`config.mk`:
```
export PLATFORM = sky130hd
export DESIGN_NAME = eeAddrPtr
export DESIGN_NICKNAME = d
export VERILOG_FILES = /design/src/rtl/eeAddrPkg.sv /design/src/rtl/eeAddrCtrl.sv /design/src/rtl/eeAddrPath.sv /design/src/rtl/eeAddrPtr.sv
export SDC_FILE = /design/constraint.sdc
export NUM_CORES = 1
export LEC_CHECK = 0
export BUFFER_PORTS_ARGS = -buffer_cell sky130_fd_sc_hd__buf_4
export CORE_MARGIN = 4
export CORE_UTILIZATION = 46
export DETAILED_ROUTE_END_ITERATION = 8
export HOLD_SLACK_MARGIN = 0.05
export PLACE_DENSITY = 0.77
export SYNTH_ARGS = -nofsm -noshare
export SYNTH_HDL_FRONTEND = slang
export SYNTH_SLANG_ARGS = --single-unit
```
`constraint.sdc`:
```
create_clock -name clk -period 1.8 [get_ports clk]
set_clock_uncertainty 0.1 [all_clocks]
set_input_delay 0.36 -clock clk [delete_from_list [all_inputs] [get_ports clk]]
set_output_delay 0.36 -clock clk [all_outputs]
set_load 0.02 [all_outputs]
```
`src/rtl/eeAddrPkg.sv`:
```
package eeAddrPkg;

  typedef struct packed {
    logic loadHi;
    logic loadLo;
    logic stepPage;
    logic stepFull;
  } ptrCmd_t;

  function automatic int addrWidth(input int kbits);
    case (kbits)
      1:       return 7;
      2:       return 8;
      4:       return 9;
      8:       return 10;
      default: return 11;
    endcase
  endfunction

  function automatic int pageBits(input int kbits);
    return (kbits <= 2) ? 3 : 4;
  endfunction

endpackage

```
`src/rtl/eeAddrCtrl.sv`:
```
module eeAddrCtrl
  import eeAddrPkg::*;
#(
  parameter int HI_W = 3
) (
  input  logic    devLoad,
  input  logic    wordLoad,
  input  logic    incStrobe,
  input  logic    writeMode,
  output ptrCmd_t cmd
);

  logic anyLoad;

  always_comb begin
    anyLoad      = devLoad | wordLoad;
    cmd.loadHi   = devLoad && (HI_W > 0);
    cmd.loadLo   = wordLoad;
    // a load always overrides a byte step
    cmd.stepPage = incStrobe &  writeMode & ~anyLoad;
    cmd.stepFull = incStrobe & ~writeMode & ~anyLoad;
  end

endmodule

```
`src/rtl/eeAddrPath.sv`:
```
module eeAddrPath
  import eeAddrPkg::*;
#(
  parameter int ADDR_W    = 11,
  parameter int PAGE_BITS = 4,
  parameter int LO_W      = 8
) (
  input  logic              clk,
  input  logic              rst_n,
  input  ptrCmd_t           cmd,
  input  logic [2:0]        devBits,
  input  logic [7:0]        wordAddr,
  output logic [ADDR_W-1:0] memAddr
);

  localparam int HI_W = ADDR_W - LO_W;

  logic [ADDR_W-1:0] addrQ;
  logic [ADDR_W-1:0] hiMerged;
  logic [ADDR_W-1:0] loadVal;
  logic [ADDR_W-1:0] pageNext;
  logic [ADDR_W-1:0] addrNext;

  generate
    if (HI_W > 0) begin : g_hi
      assign hiMerged = {devBits[2 -: HI_W], addrQ[LO_W-1:0]};
    end else begin : g_nohi
      assign hiMerged = addrQ;
    end
  endgenerate

  always_comb begin
    loadVal = cmd.loadHi ? hiMerged : addrQ;
    if (cmd.loadLo) loadVal[LO_W-1:0] = wordAddr[LO_W-1:0];
    pageNext = {addrQ[ADDR_W-1:PAGE_BITS], addrQ[PAGE_BITS-1:0] + 1'b1};
    if (cmd.loadHi || cmd.loadLo) addrNext = loadVal;
    else if (cmd.stepPage)        addrNext = pageNext;
    else if (cmd.stepFull)        addrNext = addrQ + 1'b1;
    else                          addrNext = addrQ;
  end

  always_ff @(posedge clk) begin
    if (!rst_n) addrQ <= '0;
    else        addrQ <= addrNext;
  end

  assign memAddr = addrQ;

endmodule

```
`src/rtl/eeAddrPtr.sv`:
```
module eeAddrPtr
  import eeAddrPkg::*;
#(
  parameter  int MEM_KBITS = 16,
  localparam int ADDR_W    = addrWidth(MEM_KBITS)
) (
  input  logic              clk,
  input  logic              rst_n,
  input  logic              devLoad,
  input  logic [2:0]        devBits,
  input  logic              wordLoad,
  input  logic [7:0]        wordAddr,
  input  logic              incStrobe,
  input  logic              writeMode,
  output logic [ADDR_W-1:0] memAddr
);

  localparam int PAGE_BITS = pageBits(MEM_KBITS);
  localparam int LO_W      = (ADDR_W < 8) ? ADDR_W : 8;
  localparam int HI_W      = ADDR_W - LO_W;

  ptrCmd_t cmd;

  eeAddrCtrl #(.HI_W(HI_W)) i_ctrl (
    .devLoad  (devLoad),
    .wordLoad (wordLoad),
    .incStrobe(incStrobe),
    .writeMode(writeMode),
    .cmd      (cmd)
  );

  eeAddrPath #(.ADDR_W(ADDR_W), .PAGE_BITS(PAGE_BITS), .LO_W(LO_W)) i_path (
    .clk     (clk),
    .rst_n   (rst_n),
    .cmd     (cmd),
    .devBits (devBits),
    .wordAddr(wordAddr),
    .memAddr (memAddr)
  );

endmodule

```
Word-level counts from Yosys, hierarchy flattened
Index checks and enable logic that the tools add are counted.
{"block": "op_classes", "addsub": 2, "eq_ne": 3, "n_mux": 5, "n_bitwise": 7, "n_reduce_logical": 6}
{"cell": "$mux W11", "n": 4}
{"cell": "$add A11 B1 Y11 const B", "n": 1}
{"cell": "$mux W8", "n": 1}
{"cell": "$reduce_and A3 Y1", "n": 2}
{"cell": "$add A4 B1 Y4 const B", "n": 1}
{"cell": "$and A1 B1 Y1", "n": 4}
{"cell": "$ne A2 B2 Y1 const B", "n": 2}
{"cell": "$reduce_bool A3 Y1", "n": 1}
{"cell": "$ne A2 B1 Y1 const B", "n": 1}
{"cell": "$not A1 Y1", "n": 2}
{"cell": "$reduce_and A2 Y1", "n": 1}
{"cell": "$reduce_bool A2 Y1", "n": 1}
{"cell": "$logic_or A1 B1 Y1", "n": 1}
{"cell": "$or A1 B1 Y1", "n": 1}
{"block": "totals", "reg_bits": 11, "input_bits": 17, "output_inout_bits": 11}

Depth between registers and ports, before layout
Gate-level depths: netlist of the first run.
{"block": "logic_depth", "depth_word": 6, "ltp_mapped": 5, "ltp_nobuf": 5}

Hierarchy
A second synthesis of the first run with hierarchy kept.
{"block": "hier_totals", "hier_cells": 84, "area_unflattened_um2": 704.4}
{"module": "eeAddrPath", "n_inst": 1, "cells_each": 80, "area_per_inst_um2": 661.9, "seq_area_each_um2": 220.2}
{"module": "eeAddrCtrl", "n_inst": 1, "cells_each": 4, "area_per_inst_um2": 42.5, "seq_area_each_um2": 0.0}

Least setup slack after synthesis of the first run
Ideal clock, no wire load.
{"block": "synth_path", "kind": "register to register", "start": "register i_path.addrQ[0] (netlist: i_path.memAddr[0])", "end": "register i_path.addrQ[8] (netlist: i_path.memAddr[8])", "setup_time_ps": 88, "arrival_time_ps": 1577, "slack_ps": 35, "stages_incl_launch_ff": 6, "n_path_buf": 0, "synth_period_minus_slack_ps": 1765, "path_cell_list": "dfxtp_1 -> ha_1 -> and4_4 -> nand4_2 -> o31a_1 -> o32ai_2"}
{"block": "synth_between", "elab_chain_len": 4}
{"item": "start, declared", "line_no": "eeAddrPath.sv:18", "source": "logic [ADDR_W-1:0] addrQ;"}
{"item": "start signal, assigned", "line_no": "eeAddrPath.sv:44", "source": "else addrQ <= addrNext;"}
{"item": "$add A11 B1 Y11", "line_no": "eeAddrPath.sv:38", "source": "else if (cmd.stepFull) addrNext = addrQ + 1'b1;"}
{"item": "$mux W11", "line_no": "eeAddrPath.sv:38"}
{"item": "$mux W11", "line_no": "eeAddrPath.sv:37", "source": "else if (cmd.stepPage) addrNext = pageNext;"}
{"item": "$mux W11", "line_no": "eeAddrPath.sv:36", "source": "if (cmd.loadHi || cmd.loadLo) addrNext = loadVal;"}
Every way passes these cells. The select of a mux whose other input is x is not followed.
A chain may end at the register's enable or synchronous reset.

Final worst setup path of the first run
{"block": "layout_path", "start": "register i_path.addrQ[1] (netlist: i_path.memAddr[1])", "end": "register i_path.addrQ[8] (netlist: i_path.memAddr[8])"}
The elaborated chain is that of the path after synthesis.

==> results of run 1 <==
[cell usage after synthesis]
master    number
buf_4          1
o22ai_1        1
a21oi_1        8
nor2_1         7
o211ai_1       2
clkinv_1       1
nor3_1         2
nand4b_1       1
and4_1         1
nand2b_1       1
a311oi_1       1
and4_4         1
a211o_1        1
nand4_1        1
o21ai_0        5
xnor2_1        3
mux2i_1        3
nand2_1        8
or2_2          1
nand4_2        1
o32ai_2        1
nand3b_1       2
nor3b_1        1
o31a_1         1
a31oi_1        1
nor3b_2        1
inv_1          1
nand3_1        4
xor2_1         2
o221ai_1       1
dfxtp_1       11
and3_2         1
a32oi_1        1
o31ai_1        2
ha_1           1
nor4_1         1
clkbuf_8       1
[metal layers]
layer,global-route usage,up-vias
met3,0.03448,2
met2,0.2764,30
met1,0.2517,356
met5,0,-
met4,0.08840,0
li1,-,380
[cells in the final DEF, fill, tap and decap left out, types with 2 or more instances in the layout]
master / n
a21oi_1: 8
buf_4: 30
clkbuf_4: 3
dfxtp_1: 11
mux2i_1: 3
nand2_1: 8
nand3_1: 4
nand3b_1: 2
nor2_1: 7
nor3_1: 2
o211ai_1: 2
o21ai_0: 5
o31ai_1: 2
xnor2_1: 3
xor2_1: 2
[per-stage QoR]
stage          cells  instance area (µm²)  hold slack (ns)
6_report         130                947.2           0.2215
4_1_cts          130                947.2           0.2157
5_1_grt          130                947.2           0.2219
3_3_place_gp     126                920.9           0.3949
3_5_place_dp     126                920.9           0.4036
2_1_floorplan     83                698.2           0.3924
[critical path, cell delays in order, from the launching register on]
cell	delay, ns
dfxtp_1	0.39
ha_1	0.22
and4_4	0.26
nand4_2	0.12
o31a_1	0.30
o32ai_2	0.23
[power by group through the flow]
stage / Clock (mW) / Combinational (mW) / Sequential (mW)
CTS: 0.175 / 0.157 / 0.277
detailed placement: 0 / 0.156 / 0.282
global placement: 0 / 0.154 / 0.282
floorplan: 0 / 0.0615 / 0.302
finish: 0.168 / 0.156 / 0.277
global route: 0.188 / 0.171 / 0.280
[final cells by class]
class                           count  area, µm²  area share
Inverter                            2      7.507    0.007926
Tap cell                           15      18.77     0.01982
Multi-Input combinational cell     68      449.2      0.4742
Timing Repair Buffer               30      225.2      0.2378
Clock buffer                        4      26.28     0.02774
Sequential cell                    11      220.2      0.2325
[cell families (layout without fill, tap and decap cells)]
group                    Yosys count  after routing
AO/OA/AOI/OAI                     25             25
flip-flops                        11             11
buffers and inverters              4             36
multiplexers                       3              3
adder cells (fa/ha/maj)            1              1
AND/OR/NAND/NOR                   34             34
XOR/XNOR                           5              5
[path summary, 6_finish.rpt]
kind	to	slack, ns
setup reg to reg	i_path.memAddr[8]	0.09
hold / removal	i_path.memAddr[9]	0.22
hold reg to reg	i_path.memAddr[8]	0.41
setup / recovery	i_path.memAddr[8]	0.09
==> results_dict.tcl, run 1 <==
set metrics [dict create \
    outcome "completed" \
    routed_wirelength_mm 1.769 \
    postCtsHoldBufs 0 \
    fin_nets 134 \
    numCtsBuffers 3 \
    worst_ep_arrival_time_ns 1.79 \
    fin_total_pwr_uw 601.2 \
    cts_setup_buffers 0 \
    setup_viol 0 \
    drtAntennaViolNets 0 \
    dp_slack_ns 0.1079 \
    wl_per_cell_um 13.61 \
    grt_max_degree 13 \
    area_growth_pct 35.66 \
    synth.distinct_cells 37 \
    finalSetupTns_ns 0 \
    drt-initial-drc-count 17 \
    syn_inst 83 \
    antenna_found_initial 0 \
    slew_violations 0 \
    vias 768 \
    met2WireLength_um 830 \
    syn_nets 101 \
    start_util 0.5110 \
    p_switching_uw 179.8 \
    clock_latency_ns 0.27 \
    synthXorXnorAreaFrac 0.06272 \
    top_layer "met4" \
    tritoncts "done" \
    cts_root_buf "clkbuf_4" \
    die_x_um 46.96 \
    drv_cap 0 \
    io_pins 28 \
    ir_worst_vdd_v 0.0004689 \
    gr-total-overflow 0 \
    clock_power_share 0.280 \
    cp-start-kind "flip-flop" \
    relSlewSlack 0.8145 \
    drcViolationCount 0 \
    worst-setup-path-type "reg -> reg" \
    powerDensity_mw_per_mm2 634.8 \
    met1_length_um 780 \
    swShare 0.2990 \
    viasPerCell 5.908 \
    synth_top_area_cell "dfxtp_1" \
    grtUsageTotal 0.1840 \
    muxShareOfSynthArea 0.04301 \
    antenna_cells 0 \
    min_period_over_period 0.9479 \
    rr_worst_depth 5 \
    p_seq_frac 0.461 \
    dieArea_mm2 0.002205 \
    cts_max_level 1 \
    gp_congestion 0.8538 \
    synthAdderAreaFrac 0.01792 \
    worstMarginPinSlew_ns 0.2778 \
    met3_length_um 145 \
    p_int_uw 421.4 \
    holdPathStages 3 \
    ys_ff_latch 11 \
    fillers 129 \
    synth_area_per_cell_um2 8.412 \
    largest_reg_flops 11 \
    hold_viol 0 \
    yosysSeqAreaShare 0.3154 \
    num_rows 13 \
    io_buffers 27 \
    max_freq_ghz 0.5861 \
    cp-startpoint "i_path.memAddr[1]" \
    required_ns 1.89 \
    synthSimpleGateAreaFrac 0.2796 \
    rsz0062_at_grt "no" \
    core-area_mm2 0.001366 \
    hold_class "in -> reg" \
    leakage_nw 0.3988 \
    grt_pass1_wl_mm 2.918 \
    synth_top_family_by_area "simple AND/OR/NAND/NOR gates" \
    fp.dieH_um 46.96 \
    setup.worst_path.end_class "flip-flop" \
    min_period_ns 1.706 \
    drive_above_1_share 0.3391 \
    grt_pass1_vias 677 \
    dr.pass1.iters 4 \
    cts.clk_slew.worst_paths_ns 0.07 \
    dp_hpwl_mm 1.430 \
    combPwrFrac 0.259 \
    r2r_start "i_path.memAddr[1]" \
    path_max_fanout 5 \
    synth_warnings 0 \
    cts_resized 0 \
    worstHoldStart "devBits[1]" \
    clk_path_buf_depth 2 \
    synth_compound_area_frac 0.2401 \
    syn_area_um2 698.2 \
    clock-sinks 11 \
    yosysTopAreaCellShare 0.3154 \
    synth_area_leaders "dfxtp_1 (32%), a21oi_1 (5.7%), mux2i_1 (4.3%)" \
    worst_slack_ns 0.09384 \
    utilization 0.6932 \
]
Note: power is estimated with default switching activity, not from simulation.
==> run 2, diff against run 1 <==
==> constraint.sdc (replaced) <==
create_clock -name clk -period 1.8 [get_ports clk]
set_clock_uncertainty 0.1 [all_clocks]
set_input_delay 0.36 -clock clk [delete_from_list [all_inputs] [get_ports clk]]
set_output_delay 0.36 -clock clk [all_outputs]
set_load 0.05 [all_outputs]
==> run 2 against run 1 <==
Effect of this change: clock power up 6%; critical path type unchanged; register-to-register slack better by 0.03 ns; largest cell class unchanged; hold slack lost 0.014 ns; combinational power grew 17%.
==> results_dict.tcl, run 2 (synthesized netlist as in run 1, its figures left out) <==
set metrics [dict create \
    min_period_ns 1.674 \
    utilization 0.6850 \
    clock-sinks 11 \
    outcome "completed" \
    leakage_nw 0.3854 \
    cts_max_level 1 \
    fp.dieH_um 46.96 \
    vias 770 \
    cts_root_buf "clkbuf_4" \
    antenna_found_initial 0 \
    path_max_fanout 5 \
    worstHoldStart "devBits[2]" \
    drive_above_1_share 0.3661 \
    p_switching_uw 225.2 \
    fillers 113 \
    dieArea_mm2 0.002205 \
    clock_power_share 0.276 \
    rsz0062_at_grt "no" \
    finalSetupTns_ns 0 \
    r2r_end "i_path.memAddr[8]" \
    worst_slack_ns 0.1257 \
    cts_resized 0 \
    powerDensity_mw_per_mm2 686.9 \
    multi_input_area_um2 449.2 \
    hold_class "in -> reg" \
    drcViolationCount 0 \
    drtAntennaViolNets 0 \
    holdPathEnd "i_path.memAddr[10]" \
    slew_violations 0 \
    setup.worst_path.end_class "flip-flop" \
    num_rows 13 \
    max_freq_ghz 0.5973 \
    grtUsageTotal 0.1932 \
    core-area_mm2 0.001366 \
    rrSetupSlack_ns 0.13 \
    final_cell_mix "buf_4 (27), nand2_1 (8), a21oi_1 (8)" \
    grt_pass1_vias 727 \
    clock_latency_ns 0.28 \
    r2r_start "i_path.memAddr[0]" \
    antenna_cells 0 \
    worst-setup-path-type "reg -> reg" \
    worstMarginPinSlew_ns 0.2562 \
    grt_pass1_wl_mm 2.980 \
    cts.clk_slew.worst_paths_ns 0.07 \
    die_x_um 46.96 \
    cp-start-kind "flip-flop" \
    cts_setup_buffers 0 \
    tritoncts "done" \
    area_growth_pct 34.05 \
    rr_worst_depth 5 \
    grt_max_degree 13 \
    required_ns 1.89 \
    fin_nets 131 \
    p_seq_frac 0.440 \
    postCtsHoldBufs 0 \
    dp_hpwl_mm 1.496 \
    combPwrFrac 0.284 \
    wl_per_cell_um 14.96 \
    dp_slack_ns 0.1509 \
    worst_ep_arrival_time_ns 1.77 \
    dr.pass1.iters 4 \
    setup_viol 0 \
    gr-total-overflow 0 \
    regArea_um2 231.5 \
    holdPathStages 3 \
    drt-initial-drc-count 25 \
    largest_reg_flops 11 \
    layout_commonest_cell "buf_4" \
    routed_wirelength_mm 1.900 \
    min_period_over_period 0.9302 \
    io_buffers 27 \
    fin_total_pwr_uw 642.8 \
    drv_cap 0 \
    numCtsBuffers 3 \
    io_pins 28 \
    start_util 0.5110 \
    clk_path_buf_depth 2 \
    gp_congestion 0.8618 \
    ir_worst_vdd_v 0.0005264 \
    relSlewSlack 0.8274 \
    hold_viol 0 \
    swShare 0.3504 \
    viasPerCell 6.063 \
    p_int_uw 417.6 \
]
## run 2: cell count changes in the layout (fill, tap and decap cells not counted)
cell / change
dfxtp_4: +2
dfxtp_2: +3
dfxtp_1: -5
buf_4: -3
## run 2: how the worst max path moves through the flow
stage,from,endpoint,cells after the start
detailed placement,i_path.memAddr[0],i_path.memAddr[8],5
finish,i_path.memAddr[0],i_path.memAddr[8],5
global route,i_path.memAddr[0],i_path.memAddr[8],5
CTS,i_path.memAddr[0],i_path.memAddr[8],5
global placement,i_path.memAddr[0],i_path.memAddr[8],5
floorplan,i_path.memAddr[0],i_path.memAddr[8],5
## run 2: critical path, cell delays in order (launching register included)
cell and delay (ns):
dfxtp_4 0.37, ha_1 0.20, and4_4 0.27, nand4_2 0.12, o31a_1 0.31, o32ai_2 0.23
## run 2: per-stage QoR
stage | std cells | cell area (µm²) | hold WS [ns]
after floorplan | 83 | 709.4 | 0.3924
after global placement | 123 | 909.6 | 0.3831
after detailed placement | 123 | 909.6 | 0.3916
after CTS | 127 | 935.9 | 0.2047
after global routing | 127 | 935.9 | 0.2123
final | 127 | 935.9 | 0.2073
## run 2: final cells by class
class / count / area share
multi-input combinational: 68 / 0.4799
inverter: 2 / 0.008021
tap: 15 / 0.02005
sequential: 11 / 0.2473
timing repair buffer: 27 / 0.2166
clock buffer: 4 / 0.02807
## run 2: per-layer routing
layer	vias to the layer above	wire length, µm	global-route usage
met1	356	814	0.2329
met5	-	0	0
li1	379	-	-
met3	4	140	0.04598
met4	0	31	0.1326
met2	31	912	0.3008
## run 2: power by group through the flow
stage | logic [mW] | registers [mW] | clock network, mW
final | 0.182 | 0.283 | 0.178
after global routing | 0.195 | 0.285 | 0.193
after CTS | 0.183 | 0.282 | 0.183
after detailed placement | 0.183 | 0.288 | 0
after global placement | 0.179 | 0.287 | 0
after floorplan | 0.0615 | 0.339 | 0
==> run 3, diff against run 2 <==
--- a/config.mk
+++ b/config.mk
@@ -10,7 +10,8 @@
 export CORE_UTILIZATION = 46
 export DETAILED_ROUTE_END_ITERATION = 8
 export HOLD_SLACK_MARGIN = 0.05
-export PLACE_DENSITY = 0.77
+export PLACE_DENSITY = 0.79
+export SETUP_SLACK_MARGIN = 0.4
 export SYNTH_ARGS = -nofsm -noshare
 export SYNTH_HDL_FRONTEND = slang
 export SYNTH_SLANG_ARGS = --single-unit
==> run 3 against run 2 <==
Effect of this change: hold slack better by 0.0049 ns; die area stayed put; global-route usage is 0.84 points lower; non-clock buffer count is 4 higher; register-to-register slack better by 0.22 ns; design area is 6.3% higher; clock power is 5% lower; combinational power is 8% higher; highest routed layer unchanged.
==> results_dict.tcl, run 3 (synthesized netlist as in run 1, its figures left out) <==
set metrics [dict create \
    hold_class "in -> reg" \
    met2_usage 0.3252 \
    final_cell_area_um2 994.7 \
    gr-total-overflow 0 \
    cts_max_level 1 \
    antenna_found_initial 0 \
    cp_slowest_cell "dfxtp_4" \
    fp.dieH_um 46.96 \
    hold_ws_ns 0.2121 \
    required_ns 1.88 \
    dieArea_mm2 0.002205 \
    io_buffers 27 \
    clk_path_buf_depth 2 \
    num_rows 13 \
    wl_per_cell_um 14.08 \
    clock_latency_ns 0.27 \
    worst_ep_arrival_time_ns 1.54 \
    dp_slack_ns 0.2401 \
    routed_wirelength_mm 1.845 \
    vias 795 \
    min_period_over_period 0.8090 \
    outcome "completed" \
    max_freq_ghz 0.6867 \
    drv_cap 0 \
    utilization 0.7280 \
    fin_cells 131 \
    powerDensity_mw_per_mm2 650.5 \
    setup_viol 0 \
    leakage_nw 0.4084 \
    worst-setup-path-type "reg -> reg" \
    grt_pass1_wl_mm 2.904 \
    core-area_mm2 0.001366 \
    gp_congestion 0.8021 \
    postCtsHoldBufs 0 \
    tritoncts "done" \
    numCtsBuffers 3 \
    area_growth_pct 42.47 \
    critPathMaxStageDelay_ns 0.36 \
    worstMarginPinSlew_ns 0.2646 \
    io_pins 28 \
    holdPathStages 3 \
    cp_top_family "compound AO/OA/AOI/OAI gates" \
    grt_most_used_layer "met2" \
    grtUsageTotal 0.1848 \
    drcViolationCount 0 \
    path_buf_inv 0 \
    grt_max_degree 13 \
    met3_usage 0.04215 \
    dp_hpwl_mm 1.410 \
    crit_chain "ha_4 > and4_4 > nand4_2 > o31a_1 > o32ai_2" \
    rrSetupSlack_ns 0.34 \
    path_max_fanout 3 \
    place_area_um2 925.9 \
    hold_viol 0 \
    dr.pass1.iters 4 \
    grtUsageMet1 0.2174 \
    largest_reg_flops 11 \
    cts_root_buf "clkbuf_4" \
    clock-sinks 11 \
    finalSetupTns_ns 0 \
    dp_cells 123 \
    worst_slack_ns 0.3438 \
    drt-initial-drc-count 16 \
    grt_pass1_vias 690 \
    slew_violations 0 \
    rr_worst_depth 5 \
    ir_worst_vdd_v 0.0004741 \
    fin_total_pwr_uw 647.0 \
    min_period_ns 1.456 \
    die_x_um 46.96 \
    start_util 0.5110 \
    cp.depth 5 \
    relSlewSlack 0.8218 \
    rsz0062_at_grt "yes" \
    viasPerCell 6.069 \
    cp-start-kind "flip-flop" \
    final_cell_mix "buf_4 (29), nand2_1 (8), a21oi_1 (8)" \
    layout_commonest_cell "buf_4" \
    antenna_cells 0 \
    drive_above_1_share 0.4310 \
    cts.clk_slew.worst_paths_ns 0.07 \
    fin_nets 135 \
    drtAntennaViolNets 0 \
    setup.worst_path.end_class "flip-flop" \
]
[run 3: cell types whose count changed in the layout (fill, tap and decap cells not counted), moves of 2 or more]
cell	delta
dfxtp_1	-3
dfxtp_2	+3
buf_4	+2
buf_6	+2
[run 3: power breakdown]
group,leakage [nW],internal (mW),switching [mW]
logic,0.299,0.0804,0.115
clock network,0.0150,0.0858,0.0831
registers,0.0942,0.261,0.0215
[run 3: repair_timing]
| item | 4_1_cts | 5_1_grt |
|---|---|---|
| endpoints found under the setup margin | 1 | 7 |
| gates resized for setup | 0 | 4 |
| pin swaps | 1 | 1 |
| setup buffers | 3 | 1 |
[run 3: worst reg2reg max path: stages, from the launching register on]
cell     delay, ns
dfxtp_4       0.36
ha_4          0.13
and4_4        0.22
nand4_2       0.11
o31a_1        0.26
o32ai_2       0.19
[run 3: final timing paths]
kind	startpoint	endpoint
max	i_path.memAddr[1]	i_path.memAddr[8]
min	devBits[1]	i_path.memAddr[9]
max reg2reg	i_path.memAddr[1]	i_path.memAddr[8]
min reg2reg	i_path.memAddr[4]	i_path.memAddr[4]
[run 3: final cells by class]
type	count	area [µm²]
clock buffer	4	26.28
fill	117	371.6
inverter	2	7.507
multi-input combinational	68	466.7
sequential	11	235.2
tap	15	18.77
timing repair buffer	31	240.2
[run 3: per-layer routing]
layer / wire [µm] / part of all wire / vias up
li1: - / - / 381
met4: 22 / 0.012 / 0
met5: 0 / 0 / -
met3: 178 / 0.096 / 4
met2: 881 / 0.48 / 42
met1: 763 / 0.41 / 368
